**src/rtl/lss_pkg.sv**
```systemverilog
package lss_pkg;
  typedef enum logic [2:0] {
    ST_OFF    = 3'd0,
    ST_QLONG  = 3'd1,
    ST_QSHORT = 3'd2,
    ST_ON     = 3'd3,
    ST_THERM  = 3'd4
  } lssState_t;

  typedef struct packed {
    logic clr;
    logic run;
    logic useShort;
  } lssStrobe_t;
endpackage

```
**src/rtl/lss_timer.sv**
```systemverilog
module lss_timer
  import lss_pkg::*;
#(
  parameter int TICK_DIV = 50000,
  parameter int LONG_MS  = 16,
  parameter int SHORT_MS = 8
) (
  input  logic       clk,
  input  logic       rst,
  input  lssStrobe_t strb,
  output logic       done
);
  localparam int MAX_MS = (LONG_MS > SHORT_MS) ? LONG_MS : SHORT_MS;
  localparam int PRE_W  = (TICK_DIV > 1) ? $clog2(TICK_DIV) : 1;
  localparam int MS_W   = $clog2(MAX_MS + 1);
  localparam logic [PRE_W-1:0] PRE_LAST = PRE_W'(TICK_DIV - 1);
  localparam logic [MS_W-1:0]  LONG_T   = MS_W'(LONG_MS);
  localparam logic [MS_W-1:0]  SHORT_T  = MS_W'(SHORT_MS);
  localparam logic [MS_W-1:0]  MAX_T    = MS_W'(MAX_MS);

  logic [PRE_W-1:0] preCnt;
  logic [MS_W-1:0]  msCnt;
  logic [MS_W-1:0]  target;

  assign target = strb.useShort ? SHORT_T : LONG_T;
  assign done   = (msCnt == target);

  always_ff @(posedge clk) begin
    if (rst || strb.clr) begin
      preCnt <= '0;
      msCnt  <= '0;
    end else if (strb.run && !done) begin
      if (preCnt == PRE_LAST) begin
        preCnt <= '0;
        msCnt  <= msCnt + 1'b1;
      end else begin
        preCnt <= preCnt + 1'b1;
      end
    end
  end


  ms_bound_chk: assert property (@(posedge clk) disable iff (rst)
    msCnt <= MAX_T);


  clr_restart_chk: assert property (@(posedge clk) disable iff (rst)
    strb.clr |=> (msCnt == '0));
endmodule

```
**src/rtl/lss_ctrl.sv**
```systemverilog
module lss_ctrl
  import lss_pkg::*;
(
  input  logic       clk,
  input  logic       rst,
  input  logic       enIn,
  input  logic       uvFlag,
  input  logic       ovFlag,
  input  logic       ovClrFlag,
  input  logic       hotTrip,
  input  logic       coolOk,
  input  logic       tmrDone,
  output lssStrobe_t strb,
  output logic       gateOn,
  output logic       ackOut
);
  lssState_t state, nState;
  logic      faultOv, nFaultOv;
  logic      gateQ;

  always_comb begin
    nState   = state;
    nFaultOv = faultOv;
    if (hotTrip) begin
      nState = ST_THERM;
    end else if (state == ST_THERM) begin
      if (coolOk) nState = (enIn && !uvFlag && !ovFlag) ? ST_ON : ST_OFF;
    end else if (!enIn || uvFlag) begin
      nState   = ST_OFF;
      nFaultOv = 1'b0;
    end else begin
      case (state)
        ST_OFF: begin
          if (faultOv) begin
            if (ovClrFlag && !ovFlag) nState = ST_QSHORT;
          end else if (!ovFlag) begin
            nState = ST_QLONG;
          end
        end
        ST_QLONG: begin
          if (ovFlag) begin
            nState   = ST_OFF;
            nFaultOv = 1'b1;
          end else if (tmrDone) begin
            nState = ST_ON;
          end
        end
        ST_QSHORT: begin
          if (ovFlag || !ovClrFlag) nState = ST_OFF;
          else if (tmrDone)         nState = ST_ON;
        end
        ST_ON: begin
          if (ovFlag) begin
            nState   = ST_OFF;
            nFaultOv = 1'b1;
          end
        end
        default: nState = ST_OFF;
      endcase
    end
  end

  always_ff @(posedge clk) begin
    if (rst) begin
      state   <= ST_OFF;
      faultOv <= 1'b0;
      gateQ   <= 1'b0;
    end else begin
      state   <= nState;
      faultOv <= nFaultOv;
      gateQ   <= (nState == ST_ON);
    end
  end

  always_comb begin
    strb.run      = (state == ST_QLONG) || (state == ST_QSHORT);
    strb.clr      = !strb.run;
    strb.useShort = (state == ST_QSHORT);
  end

  assign gateOn = gateQ;
  assign ackOut = gateQ;


  uv_open_chk: assert property (@(posedge clk) disable iff (rst)
    uvFlag |=> !gateOn);


  trip_open_chk: assert property (@(posedge clk) disable iff (rst)
    hotTrip |=> !gateOn);


  en_open_chk: assert property (@(posedge clk) disable iff (rst)
    !enIn |=> !gateOn);


  short_needs_ov_chk: assert property (@(posedge clk) disable iff (rst)
    (state == ST_QSHORT) |-> faultOv);


  close_needs_done_chk: assert property (@(posedge clk) disable iff (rst)
    $rose(gateOn) |-> ($past(state) == ST_THERM || $past(tmrDone)));
endmodule

```
**src/rtl/load_switch_seq.sv**
```systemverilog
module load_switch_seq
  import lss_pkg::*;
#(
  parameter int TICK_DIV = 50000,
  parameter int LONG_MS  = 16,
  parameter int SHORT_MS = 8
) (
  input  logic clk,
  input  logic rst,
  input  logic enIn,
  input  logic uvFlag,
  input  logic ovFlag,
  input  logic ovClrFlag,
  input  logic hotTrip,
  input  logic coolOk,
  output logic gateOn,
  output logic ackOut
);
  lssStrobe_t strb;
  logic       tmrDone;

  lss_ctrl ctrl_i (
    .clk(clk), .rst(rst), .enIn(enIn), .uvFlag(uvFlag), .ovFlag(ovFlag),
    .ovClrFlag(ovClrFlag), .hotTrip(hotTrip), .coolOk(coolOk),
    .tmrDone(tmrDone), .strb(strb), .gateOn(gateOn), .ackOut(ackOut)
  );

  lss_timer #(
    .TICK_DIV(TICK_DIV), .LONG_MS(LONG_MS), .SHORT_MS(SHORT_MS)
  ) timer_i (
    .clk(clk), .rst(rst), .strb(strb), .done(tmrDone)
  );
endmodule

```
**config.mk**
```make
export PLATFORM = sky130hd
export DESIGN_NAME = load_switch_seq
export DESIGN_NICKNAME = d
export VERILOG_FILES = /design/src/rtl/lss_pkg.sv /design/src/rtl/lss_timer.sv /design/src/rtl/lss_ctrl.sv /design/src/rtl/load_switch_seq.sv
export SDC_FILE = /design/constraint.sdc
export NUM_CORES = 1
export LEC_CHECK = 0
export BUFFER_PORTS_ARGS = -buffer_cell sky130_fd_sc_hd__buf_2
export CAP_MARGIN = 40
export CORE_MARGIN = 1.5
export CORE_UTILIZATION = 25
export CTS_BUF_LIST = sky130_fd_sc_hd__clkbuf_8
export CTS_CLUSTER_DIAMETER = 100
export DETAILED_ROUTE_END_ITERATION = 12
export PLACE_DENSITY = 0.49
export RECOVER_POWER = 50
export SYNTH_ARGS = -nofsm -noshare
export SYNTH_HDL_FRONTEND = slang
export SYNTH_HIERARCHICAL = 1
export SYNTH_SLANG_ARGS = --single-unit
```
**constraint.sdc**
```tcl
create_clock -name clk -period 5.35 [get_ports clk]
set_input_delay 0.2675 -clock clk [delete_from_list [all_inputs] [get_ports clk]]
set_output_delay 0.2675 -clock clk [all_outputs]
set_load 0.1 [all_outputs]
```
### Word-level counts from Yosys, hierarchy flattened

Cells that the tools add are included.

| word-level totals | value |
|---|---|
| logic and storage cells | 54 |
| output and inout port bits | 2 |
| input port bits | 8 |
| flip-flop bits (word level) | 26 |

| cells by class | value |
|---|---|
| bitwise logic cells | 2 |
| reductions and logical operators | 20 |
| add/subtract/negate cells | 2 |
| multiplexer cells | 18 |
| equality and inequality tests | 7 |

Operator list:

| cell | number |
|---|---|
| two-way mux 3 bit | 11 |
| adder 16 x 1 -> 16 bit (second input constant) | 1 |
| == test 16 bit (second input constant) | 1 |
| two-way mux 16 bit | 1 |
| one-hot mux 3 bit (4 select lines) | 1 |
| == test 3 x 2 -> 1 bit (second input constant) | 3 |
| logical NOT 1 bit | 6 |
| adder 5 x 1 -> 5 bit (second input constant) | 1 |
| == test 5 bit | 1 |
| two-way mux 5 bit | 1 |
| logical AND 1 bit | 4 |
| logical OR 1 bit | 4 |
| AND reduction 4 bit | 1 |
| nonzero test 2 bit | 2 |
| == test 3 x 1 -> 1 bit (second input constant) | 1 |
| == test 3 bit (second input constant) | 1 |
| logical NOT 3 bit | 1 |
| two-way mux 1 bit | 3 |
| two-way mux 2 bit | 1 |
| inverter 1 bit | 2 |
| AND reduction 2 bit | 1 |
| OR reduction 2 bit | 1 |

### Depth between registers and ports, before layout

| depth | value |
|---|---|
| depth in word-level cells | 10 |
| depth in mapped cells | 10 |
| mapped depth without buffers | 8 |

### Hierarchy

Netlist, hierarchy kept.

By module, submodules not included:

| module | instances | area each (um^2) | sequential area each (um^2) | cells an instance |
|---|---|---|---|---|
| lss_timer | 1 | 1209.9 | 420.4 | 141 |
| lss_ctrl | 1 | 287.8 | 100.1 | 32 |

### Least setup slack after synthesis

Ideal clock, no wire load.

| path | value |
|---|---|
| kind | reg-to-reg |
| from | register ctrl_i.state[1] |
| to | register ctrl_i.state[0] |
| clock period less this slack | 1.897 ns |
| required time | 5.223 ns |
| cell stages (with the launch flop) | 10 |
| buffers on the path | 2 |
| library setup time | 0.127 ns |
| arrival | 1.770 ns |
| setup slack | 3.453 ns |
| path through | dfxtp_1 -> nor3b_1 -> nor3b_1 -> o21ai_2 -> inv_2 -> buf_6 -> clkbuf_1 -> a21bo_2 -> a21oi_1 -> a211oi_1 |

RTL lines:

| what | RTL line | text |
|---|---|---|
| start, declared | lss_ctrl.sv:17 | `lssState_t state, nState;` |
| start signal, assigned | lss_ctrl.sv:69 | `state <= nState;` |

==> reports/metrics.cfg <==
[floorplan]
ioPinCount=10
die_area_mm2=0.00646
fp.dieH_um=80.4
std_cell_rows=28
fp.coreArea_mm2=0.00585
die_x_um=80.4
start_util=0.256

[timing]
clock_skew_ns=0.00469
final.min_clock_period_ns=2.74
finalCritPeriodShare=0.512
setup_tns_ns=0
finalWorstSetupSlack_ns=2.61
finalMaxSlewViolations=0
hold_viol=0
worst_pin_slew_ns=1.17
fmaxAchievable_mhz=365
max_slew_margin=0.224
setup_viol=0
rsz0062_at_grt=no

[grt]
antenna_found_initial=0
grt_usage=0.114
grt_max_degree=34
grt_pass1_vias=1174
grt_first_pass_wirelength_mm=5.80
grt_overflow=0

[finish]
area_growth_pct=8.69
drive_above_1_share=0.152
nets=191
n_fill_cell=628
n_antenna_cell=0
layout.cells.most_common=dfxtp_1
fin_area_mm2=0.00163
layout_common_cells=dfxtp_1, a21oi_1, nand4_1, o31ai_1, nand2_1

[place]
pre_cts_slack_ns=3.20
hpwl_mm=2.44
portBuffers=9
place_area_mm2=0.00160
routabilityCongestion=0.730

[cts]
cts_tree=done
cts_setup_buffers=0
ctsHoldBuffers=0
numClockSinks=26
clk_pin_slew_ns=0.09
cts_buffer_depth=2
htreeDepth=1
cts_buffers=3
root_buffer=clkbuf_8
clkLatencyLatePin_ns=0.27
cts-resized-gates=0

[power_and_ir_drop]
irDropWorstVdd_v=0.0000780
swShare=0.220
comb_power_share=0.031
pwr-share-seq=0.612
p_int_uw=249
clkPwrFrac=0.357
netSwitchingPower_uw=70.1
powerDensity_mw_per_mm2=196
p_leak_uw=0.000467

[critical_path]
reg2reg_depth=7
end_kind=flop
path_class=flop to flop
arrival_ns=2.90
start_kind=flop
cp_max_fo=33
critical_path_required_ns=5.51

[drt]
drc=0
drtIter0Drc=157
ant_nets=0
wl_mm=3.37
vias=1323
wl_per_cell_um=13.3
routed_via_density=5.23
drtPass1Iterations=4

[synth]
synth_top_area_frac=0.348
synth.distinct_cells=53
syn_area_per_cell_um2=8.66
ys_top_cells_by_area=dfxtp_1, a21oi_1, o31ai_1
synthFlopType=dfxtp_1
ys_async_sr_fraction=0
ys_warn_count=6
yosysSeqAreaShare=0.348
syn_nets=184
synth_edf_count=0
syn_inst=173
synthesis.area_mm2=0.00150
synth_top_area_cell=dfxtp_1
synth_seq_cells=26

[run_status]
outcome=completed

[run]
cap_violations=0

[worst_hold_path]
min_path_type=input pin to flop
hold_depth=2

## power by group through the flow
stage	registers (uW)	clock network (uW)	logic (uW)
6_report	195	114	9.82
4_1_cts	195	118	9.88
2_1_floorplan	200	0	5.28
3_5_place_dp	200	0	9.86
5_1_grt	196	125	11.0
3_3_place_gp	200	0	9.88
## per-stage QoR
| step | utilization | std cells | power [uW] | hold slack (ns) |
|---|---|---|---|---|
| CTS | 0.280 | 253 | 323 | 0.205 |
| global placement | 0.273 | 250 | 210 | 0.466 |
| floorplan | - | 173 | 205 | 0.340 |
| global route | 0.278 | 253 | 331 | 0.212 |
| finish | 0.278 | 253 | 319 | 0.207 |
| detailed placement | 0.273 | 250 | 210 | 0.471 |
## metal layers
metal	vias up	GRT usage	wire, um
met5	-	0	0
met3	4	0.0102	55
met1	615	0.166	1770
li1	689	-	-
met2	15	0.169	1490
met4	0	0.0466	56
## flip-flops by register name, indices dropped and copies added, names as in the netlist
register        cells
ctrl_i/state        3
timer_i/msCnt       5
ctrl_i/faultOv      1
ctrl_i/ackOut       1
timer_i/preCnt     16
## final timing paths
kind / startpoint / end / slack, ns
hold reg to reg: timer_i/preCnt[15]$_SDFFE_PP0P_ / timer_i/preCnt[15]$_SDFFE_PP0P_ / 0.49
setup / recovery: ctrl_i/state[1]$_SDFF_PP0_ / timer_i/preCnt[7]$_SDFFE_PP0P_ / 2.61
setup reg to reg: ctrl_i/state[1]$_SDFF_PP0_ / timer_i/preCnt[7]$_SDFFE_PP0P_ / 2.61
hold / removal: rst / ctrl_i/state[2]$_SDFF_PP0_ / 0.21
## cell usage after synthesis, drive strengths merged (2+ instances only)
library cell,n
and4,4
nor3,3
a32o,3
dfxtp,26
and3,2
nand3,5
inv,7
buf,6
nor4,2
nand4,12
o21ai,7
nand2,10
or4,8
nor2b,2
a211o,2
nor2,8
clkbuf,2
o31ai,11
a211oi,2
a21oi,19
ha,3
nor3b,4
or3,7
## worst max-delay path, cell delays in order (launching register included)
cell and delay [ns]:
dfxtp_1 0.45, nor3b_1 0.27, nor3b_1 0.08, o21ai_0 0.50, inv_1 0.56, o31ai_1 0.46
buf_4 0.25, a21oi_1 0.06
## layout make-up
type / instances / area, um^2 / area share
Multi-Input combinational cell: 132 / 896 / 0.550
Tap cell: 75 / 93.8 / 0.0576
Sequential cell: 26 / 520 / 0.320
Timing Repair Buffer: 10 / 50.0 / 0.0307
Clock buffer: 3 / 41.3 / 0.0254
Inverter: 7 / 26.3 / 0.0161
## logic make-up (layout without fill, tap and decap cells)
logic type      Yosys count  in the layout  synth area share
xor+xnor                  1              1           0.00585
fa+ha+maj                 3              3            0.0251
compound gates           51             51             0.231
buf+inv                  15             20            0.0476
flops                    26             26             0.348
mux                       1              1           0.00668
simple gates             76             76             0.337
(Power assumes the default switching activity.)
